File: config.mk
export PLATFORM = sky130hd
export DESIGN_NAME = dbg_match_unit
export DESIGN_NICKNAME = d
export VERILOG_FILES = /design/src/rtl/dbgm_pkg.sv /design/src/rtl/dbgm_regs.sv /design/src/rtl/dbgm_ibp_cmp.sv /design/src/rtl/dbgm_watch_cmp.sv /design/src/rtl/dbg_match_unit.sv
export SDC_FILE = /design/constraint.sdc
export NUM_CORES = 1
export LEC_CHECK = 0
export ABC_AREA = 1
export ABC_CLOCK_PERIOD_IN_PS = 1500
export BUFFER_PORTS_ARGS = -buffer_cell sky130_fd_sc_hd__buf_2
export CORE_AREA = 2 2 130 132
export CTS_CLUSTER_SIZE = 12
export DETAILED_ROUTE_END_ITERATION = 16
export DIE_AREA = 0 0 132 134
export PLACE_DENSITY_LB_ADDON = 0.12
export SLEW_MARGIN = 15
export SYNTH_ARGS = -nofsm -noshare
export SYNTH_HDL_FRONTEND = slang
export SYNTH_SLANG_ARGS = --single-unit
File: constraint.sdc
create_clock -name clk -period 1.5 [get_ports clk]
set_clock_uncertainty 0.15 [all_clocks]
set_input_delay 0 -clock clk [delete_from_list [all_inputs] [get_ports clk]]
set_output_delay 0 -clock clk [all_outputs]
set_load 0.005 [all_outputs]
File: src/rtl/dbgm_pkg.sv
package dbgm_pkg;
   localparam int REG_W   = 32;
   localparam int RIDX_W  = 3;
   localparam int NUM_IBP = 2;
   localparam int NUM_WP  = 2;

   typedef enum logic [1:0] {
      WM_OFF   = 2'd0,
      WM_WRITE = 2'd1,
      WM_ANY   = 2'd2,
      WM_READ  = 2'd3
   } wmode_e;

   localparam logic [2:0] MOE_NONE  = 3'd0;
   localparam logic [2:0] MOE_HWBP  = 3'd1;
   localparam logic [2:0] MOE_WATCH = 3'd2;
   localparam logic [2:0] MOE_SWBP  = 3'd3;

   localparam logic [RIDX_W-1:0] RA_IBP0 = 3'd0;
   localparam logic [RIDX_W-1:0] RA_IBP1 = 3'd1;
   localparam logic [RIDX_W-1:0] RA_DAR0 = 3'd2;
   localparam logic [RIDX_W-1:0] RA_DAR1 = 3'd3;
   localparam logic [RIDX_W-1:0] RA_WCTL = 3'd4;
   localparam logic [RIDX_W-1:0] RA_DSTS = 3'd5;
   localparam logic [RIDX_W-1:0] RA_FSTS = 3'd6;

   localparam int GE_BIT    = 31;
   localparam int MOE_LO    = 2;
   localparam int MASK_BIT  = 8;
   localparam int FAULT_BIT = 9;

   function automatic logic dir_ok(input wmode_e m, input logic wr);
      case (m)
         WM_WRITE: dir_ok = wr;
         WM_READ:  dir_ok = ~wr;
         WM_ANY:   dir_ok = 1'b1;
         default:  dir_ok = 1'b0;
      endcase
   endfunction
endpackage

File: src/rtl/dbgm_regs.sv
module dbgm_regs
   import dbgm_pkg::*;
#(
   parameter int ADDR_W = 32
)(
   input  logic                            clk,
   input  logic                            rst_n,
   input  logic                            we,
   input  logic [RIDX_W-1:0]               addr,
   input  logic [REG_W-1:0]                wdata,
   input  logic                            evt_set,
   input  logic [2:0]                      evt_moe,
   output logic [REG_W-1:0]                rdata,
   output logic [NUM_IBP-1:0][REG_W-1:0]   ibp,
   output logic [NUM_WP-1:0][ADDR_W-1:0]   dar,
   output wmode_e                          wmode [NUM_WP],
   output logic                            mask_mode,
   output logic                            global_en,
   output logic [2:0]                      moe,
   output logic                            fault_flag
);
   logic [NUM_IBP-1:0][REG_W-1:0] ibp_q;
   logic [NUM_WP-1:0][ADDR_W-1:0] dar_q;
   logic [2*NUM_WP-1:0]           wmode_q;
   logic                          mask_q;
   logic                          ge_q;
   logic [2:0]                    moe_q;
   logic                          fault_q;

   for (genvar i = 0; i < NUM_IBP; i++) begin : g_ibp
      always_ff @(posedge clk or negedge rst_n) begin
         if (!rst_n)
            ibp_q[i] <= '0;
         else if (we && addr == RIDX_W'(RA_IBP0 + i))
            ibp_q[i] <= wdata;
      end
   end

   for (genvar i = 0; i < NUM_WP; i++) begin : g_dar
      always_ff @(posedge clk or negedge rst_n) begin
         if (!rst_n)
            dar_q[i] <= '0;
         else if (we && addr == RIDX_W'(RA_DAR0 + i))
            dar_q[i] <= wdata[ADDR_W-1:0];
      end
      assign wmode[i] = wmode_e'(wmode_q[2*i +: 2]);
   end

   always_ff @(posedge clk or negedge rst_n) begin
      if (!rst_n) begin
         wmode_q <= '0;
         mask_q  <= 1'b0;
      end else if (we && addr == RA_WCTL) begin
         wmode_q <= wdata[2*NUM_WP-1:0];
         mask_q  <= wdata[MASK_BIT];
      end
   end

   // Event update takes precedence over a same-cycle software write
   always_ff @(posedge clk or negedge rst_n) begin
      if (!rst_n) begin
         ge_q    <= 1'b0;
         moe_q   <= MOE_NONE;
         fault_q <= 1'b0;
      end else begin
         if (we && addr == RA_DSTS) begin
            ge_q  <= wdata[GE_BIT];
            moe_q <= wdata[MOE_LO +: 3];
         end
         if (we && addr == RA_FSTS)
            fault_q <= wdata[FAULT_BIT];
         if (evt_set) begin
            moe_q   <= evt_moe;
            fault_q <= 1'b1;
         end
      end
   end

   always_comb begin
      rdata = '0;
      case (addr)
         RA_IBP0: rdata = ibp_q[0];
         RA_IBP1: rdata = ibp_q[1];
         RA_DAR0: rdata = REG_W'(dar_q[0]);
         RA_DAR1: rdata = REG_W'(dar_q[1]);
         RA_WCTL: begin
            rdata[2*NUM_WP-1:0] = wmode_q;
            rdata[MASK_BIT]     = mask_q;
         end
         RA_DSTS: begin
            rdata[GE_BIT]       = ge_q;
            rdata[MOE_LO +: 3]  = moe_q;
         end
         RA_FSTS: rdata[FAULT_BIT] = fault_q;
         default: rdata = '0;
      endcase
   end

   assign ibp        = ibp_q;
   assign dar        = dar_q;
   assign mask_mode  = mask_q;
   assign global_en  = ge_q;
   assign moe        = moe_q;
   assign fault_flag = fault_q;

   // an event always leaves the fault flag set on the next cycle
   p_fault_set_r11: assert property (@(posedge clk) disable iff (!rst_n)
      evt_set |=> fault_q);
endmodule

File: src/rtl/dbgm_ibp_cmp.sv
module dbgm_ibp_cmp
   import dbgm_pkg::*;
#(
   parameter int ADDR_W = 32
)(
   input  logic [REG_W-1:0]  bp_reg,
   input  logic              fetch_valid,
   input  logic [ADDR_W-1:0] fetch_addr,
   output logic              hit
);
   localparam logic [ADDR_W-1:0] WORD_MASK = ~ADDR_W'(3);

   logic [ADDR_W-1:0] diff;

   assign diff = (fetch_addr ^ bp_reg[ADDR_W-1:0]) & WORD_MASK;
   assign hit  = fetch_valid & bp_reg[0] & (diff == '0);
endmodule

File: src/rtl/dbgm_watch_cmp.sv
module dbgm_watch_cmp
   import dbgm_pkg::*;
#(
   parameter int ADDR_W = 32
)(
   input  logic                          clk,
   input  logic                          rst_n,
   input  wmode_e                        wmode [NUM_WP],
   input  logic                          mask_mode,
   input  logic                          global_en,
   input  logic [NUM_WP-1:0][ADDR_W-1:0] dar,
   input  logic                          data_valid,
   input  logic [ADDR_W-1:0]             data_addr,
   input  logic                          data_write,
   output logic [NUM_WP-1:0]             hit
);
   logic [NUM_WP-1:0] addr_ok;
   logic              qual;

   assign qual = data_valid & global_en;

   for (genvar i = 0; i < NUM_WP; i++) begin : g_lane
      if (i == 0) begin : g_base
         logic [ADDR_W-1:0] ign;
         assign ign        = mask_mode ? dar[1] : '0;
         assign addr_ok[i] = ((data_addr ^ dar[0]) & ~ign) == '0;
      end else begin : g_plain
         assign addr_ok[i] = ~mask_mode & (data_addr == dar[i]);
      end
      assign hit[i] = qual & addr_ok[i] & dir_ok(wmode[i], data_write);

      // a read-mode hit never comes from a write access
      p_read_dir_r4: assert property (@(posedge clk) disable iff (!rst_n)
         (hit[i] && wmode[i] == WM_READ) |-> !data_write);
   end

   // global enable off forbids every watchpoint hit
   p_ge_gate_r5: assert property (@(posedge clk) disable iff (!rst_n)
      !global_en |-> (hit == '0));

   // in mask mode watchpoint 1 is unused
   p_mask_lane1_r6: assert property (@(posedge clk) disable iff (!rst_n)
      mask_mode |-> !hit[1]);
endmodule

File: src/rtl/dbg_match_unit.sv
module dbg_match_unit
   import dbgm_pkg::*;
#(
   parameter int ADDR_W = 32
)(
   input  logic                 clk,
   input  logic                 rst_n,
   input  logic                 reg_we,
   input  logic [RIDX_W-1:0]    reg_addr,
   input  logic [REG_W-1:0]     reg_wdata,
   output logic [REG_W-1:0]     reg_rdata,
   input  logic                 fetch_valid,
   input  logic [ADDR_W-1:0]    fetch_addr,
   input  logic                 sw_bkpt,
   input  logic                 data_valid,
   input  logic [ADDR_W-1:0]    data_addr,
   input  logic                 data_write,
   output logic                 dbg_event,
   output logic [2:0]           dbg_moe,
   output logic                 dbg_global_en
);
   if (ADDR_W < 8 || ADDR_W > REG_W) begin : g_bad_addr_w
      $error("dbg_match_unit: ADDR_W must lie in 8..32");
   end

   logic [NUM_IBP-1:0][REG_W-1:0]  ibp;
   logic [NUM_WP-1:0][ADDR_W-1:0]  dar;
   wmode_e                         wmode [NUM_WP];
   logic                           mask_mode;
   logic                           global_en;
   logic                           fault_flag;
   logic [NUM_IBP-1:0]             ibp_hit;
   logic [NUM_WP-1:0]              wp_hit;
   logic                           any_hit;
   logic [2:0]                     moe_next;
   logic                           evt_q;

   dbgm_regs #(.ADDR_W(ADDR_W)) u_regs (
      .clk        (clk),
      .rst_n      (rst_n),
      .we         (reg_we),
      .addr       (reg_addr),
      .wdata      (reg_wdata),
      .evt_set    (any_hit),
      .evt_moe    (moe_next),
      .rdata      (reg_rdata),
      .ibp        (ibp),
      .dar        (dar),
      .wmode      (wmode),
      .mask_mode  (mask_mode),
      .global_en  (global_en),
      .moe        (dbg_moe),
      .fault_flag (fault_flag)
   );

   for (genvar i = 0; i < NUM_IBP; i++) begin : g_bp
      dbgm_ibp_cmp #(.ADDR_W(ADDR_W)) u_cmp (
         .bp_reg      (ibp[i]),
         .fetch_valid (fetch_valid),
         .fetch_addr  (fetch_addr),
         .hit         (ibp_hit[i])
      );
   end

   dbgm_watch_cmp #(.ADDR_W(ADDR_W)) u_watch (
      .clk        (clk),
      .rst_n      (rst_n),
      .wmode      (wmode),
      .mask_mode  (mask_mode),
      .global_en  (global_en),
      .dar        (dar),
      .data_valid (data_valid),
      .data_addr  (data_addr),
      .data_write (data_write),
      .hit        (wp_hit)
   );

   // Cause priority: instruction breakpoint, software breakpoint, watchpoint
   always_comb begin
      if (|ibp_hit)     moe_next = MOE_HWBP;
      else if (sw_bkpt) moe_next = MOE_SWBP;
      else if (|wp_hit) moe_next = MOE_WATCH;
      else              moe_next = MOE_NONE;
   end

   assign any_hit = (|ibp_hit) | sw_bkpt | (|wp_hit);

   always_ff @(posedge clk or negedge rst_n) begin
      if (!rst_n) evt_q <= 1'b0;
      else        evt_q <= any_hit;
   end

   assign dbg_event     = evt_q;
   assign dbg_global_en = global_en;

   // an instruction breakpoint hit is always recorded as code 1
   p_bp_first_r9: assert property (@(posedge clk) disable iff (!rst_n)
      (|ibp_hit) |=> (dbg_moe == MOE_HWBP));

   // an event pulse always carries a recorded cause
   p_event_code_r10: assert property (@(posedge clk) disable iff (!rst_n)
      dbg_event |-> (dbg_moe != MOE_NONE) && fault_flag);

   // the code holds without an event or a status write
   p_moe_hold_r10: assert property (@(posedge clk) disable iff (!rst_n)
      (!any_hit && !(reg_we && reg_addr == RA_DSTS)) |=> $stable(dbg_moe));
endmodule

==> results_dict.tcl <==
set metrics [dict create \
    start_util_pct 50.00 \
    min_to "dbg_event$_DFF_PN0_" \
    p_sw_share_pct 34.23 \
    ys_ff_latch 139 \
    drt_pass1_iterations 6 \
    hold_viol 0 \
    placed_cells 1675 \
    r2r-start "u_regs.dar[22]$_DFFE_PN0P_" \
    routedWlPerCell_um 18.89 \
    clk_latency_ns 0.43 \
    critical_path_required_ns 1.66 \
    grt_pass1_wl_um 50700 \
    maxSlewViolCount 0 \
    yosysMostFrequentCell "nand2_1" \
    grt_pass1_vias 9098 \
    synth_nets 1290 \
    track_usage_pct 38.05 \
    status "finished, violations left" \
    ir_worst_vdd_v 0.0009122 \
    worstHoldPathType "input pin to flop" \
    p_seq_share_pct 36.4 \
    cts_sinks 139 \
    numPortBuffers 140 \
    power.leakage_nw 6.303 \
    rsz0062_at_grt "yes" \
    ys_warn_count 0 \
    die_h_um 134 \
    min_path_cells 8 \
    p_per_area_nw_per_um2 1160 \
    tightest_slew_ns 0.4014 \
    synth_edf_count 0 \
    clkTransAtPathRegs_ns 0.06 \
    maxCapViolations 0 \
    ff_latch_area_sq_um 3482 \
    drcViolationCount 0 \
    synth_area_per_cell_sq_um 6.879 \
    syn_inst 1184 \
    internal_power_mw 9.187 \
    crit_path_start_kind "flop" \
    yosys-top-cells-count "nand2_1, inv_1, o21ai_0, dfrtp_1, nor2_1" \
    areaGrowthSynthToFinish_pct 47.90 \
    drtAntennaViolNets 0 \
    grt.overflow.total 0 \
    rrSetupSlack_ns -0.37 \
    synthTopCellsByArea "dfrtp_1, nand2_1, o21ai_0, inv_1, nor2_1" \
    ys.flop_type "dfrtp_1" \
    antenna_found_initial 0 \
    fin_area_sq_um 12050 \
    p_switching_mw 4.782 \
    nNetsFinal 1636 \
    fillers 1281 \
    hold_start "data_addr[29]" \
    cts_root_buf "clkbuf_16" \
    r2r_end "u_regs.moe[0]$_DFFE_PN0P_" \
    post-route-util_pct 73.95 \
    hold-worst-slack_ns 0.1705 \
    gp_congestion 0.9917 \
    fin_total_pwr_mw 13.97 \
    synth-seq-area-share_pct 42.70 \
    setup_violations 37 \
    period_minus_slack_ns 1.868 \
    violations "negative setup slack" \
    fin_cells 1762 \
    drt-initial-drc-count 1171 \
    preCtsSetupSlack_ns -0.3379 \
    grt_max_degree 59 \
    rows 47 \
    period_share_pct 124.5 \
    fin_ws_ns -0.3680 \
    ys_types 26 \
    synth_top_area_share_pct 42.70 \
    worstPathArrival_ns 2.02 \
    ios 143 \
    synthArstFlopShare_pct 100.0 \
    cts_tree "done" \
    cts_max_path_buffers 2 \
    worstSetupPathType "flop to flop" \
    drive_gt1_share_pct 29.44 \
    cts_buffers 17 \
    fmaxAchievable_mhz 535.3 \
    core_sq_um 16290 \
    syn_area_sq_um 8145 \
    die_area_sq_um 17690 \
    dpl.hpwl_um 23830 \
    chipWidth_um 132 \
    diodes 0 \
    multi_input_area_sq_um 4235 \
    worstRegToRegCells 13 \
    totalWireLength_um 33280 \
    relSlewSlack_pct 73.24 \
    worstPathMaxFanout 7 \
    p_clk_share_pct 29.6 \
    ctsHtreeMaxLevel 4 \
    synth_area_leader_cell "dfrtp_1" \
    comb_power_share_pct 33.9 \
    num_vias 9535 \
    post_dp_cell_area_sq_um 10360 \
    via_per_inst 5.411 \
    endpoint_kind "flop" \
    fin_tns_setup_ns -6.123 \
]
==> metal layers <==
metal	global-route usage, %	vias up	share of wire (%)
met2	60.45	555	46
met1	50.76	4400	40
met4	19.93	0	5.2
met3	5.707	110	8.5
met5	0	-	0
li1	-	4470	-
==> area by class of cell <==
class	instances	share of cell area, %
repair buffers	365	23.33
multi-input cells	826	35.16
flip-flops and latches	139	28.91
well taps	220	2.285
inverters	181	5.681
clock inverters	12	1.049
clock buffers	19	3.594
==> how the worst max path moves through the flow <==
stage          slack [ns]  cells past startpoint                          from                        end
6_report            -0.37                     13    u_regs.dar[22]$_DFFE_PN0P_  u_regs.moe[0]$_DFFE_PN0P_
3_5_place_dp        -0.34                     10  u_regs.mask_mode$_DFFE_PN0P_  u_regs.moe[0]$_DFFE_PN0P_
3_3_place_gp        -0.34                     10  u_regs.mask_mode$_DFFE_PN0P_  u_regs.moe[0]$_DFFE_PN0P_
2_1_floorplan       -0.07                     12  u_regs.mask_mode$_DFFE_PN0P_  u_regs.moe[0]$_DFFE_PN0P_
4_1_cts             -0.31                      7  u_regs.mask_mode$_DFFE_PN0P_               reg_rdata[8]
5_1_grt             -0.43                      7  u_regs.mask_mode$_DFFE_PN0P_               reg_rdata[8]
==> layout by cell type, fill, tap and decap left out, types with 5 or more instances in the layout <==
cell type	synthesis	final
o21ai_0	160	154
clkinvlp_4	0	5
xnor2_1	14	13
nand3_1	38	32
o211ai_1	13	13
nand2_1	443	431
nor2_1	57	52
a22oi_2	0	19
clkbuf_16	0	17
buf_4	2	122
nand4_1	23	23
buf_2	10	139
nand3_2	0	6
buf_12	0	9
buf_6	0	54
nand2_2	5	13
xor2_1	8	8
inv_1	178	165
nor2_2	1	5
o221ai_2	0	10
dlygate4sd3_1	0	41
dfrtp_1	139	136
inv_2	1	13
==> power groups by stage <==
stage	sequential, mW	combinational [mW]	clock (mW)
2_1_floorplan	4.98	1.79	0
3_3_place_gp	5.05	3.89	0
3_5_place_dp	5.08	3.95	0
4_1_cts	5.04	4.50	4.14
5_1_grt	5.18	5.17	4.32
6_report	5.09	4.74	4.14
==> cell families after synthesis <==
logic type                after synthesis  synth area share [%]
DFF                                   139                 42.70
buffers and inverters                 219                 10.34
and+or+nand+nor                       576                 28.28
xor gates and xnor gates               22                 2.366
AOI/OAI and AO/OA                     228                 16.31
==> critical path, stage by stage (launching register included) <==
cell and delay (ns):
dfrtp_1 0.40, buf_4 0.15, nand2_1 0.08, nand2_1 0.07
nand2_1 0.09, nand2_1 0.08, nor2_1 0.09, nand2_1 0.06
nor2_1 0.10, nand3_1 0.09, nand2_2 0.09, nand2_4 0.10
nand4_1 0.11, nand3_1 0.08
==> registers in the layout (all words and copies together), names as in the netlist <==
name	count
u_regs.wmode_q	4
u_regs.ibp	64
u_regs.fault_flag	1
u_regs.moe	3
dbg_event	1
u_regs.dar	64
u_regs.global_en	1
u_regs.mask_mode	1
==> repair_timing <==
item,in CTS,in global routing
gates cloned,1,0
pin swaps,42,42
buffers inserted,14,12
endpoints found under the setup margin,37,37
resized for setup,114,49
hold endpoints to repair,278,0
hold buffers,41,0
(Power assumes the default switching activity.)
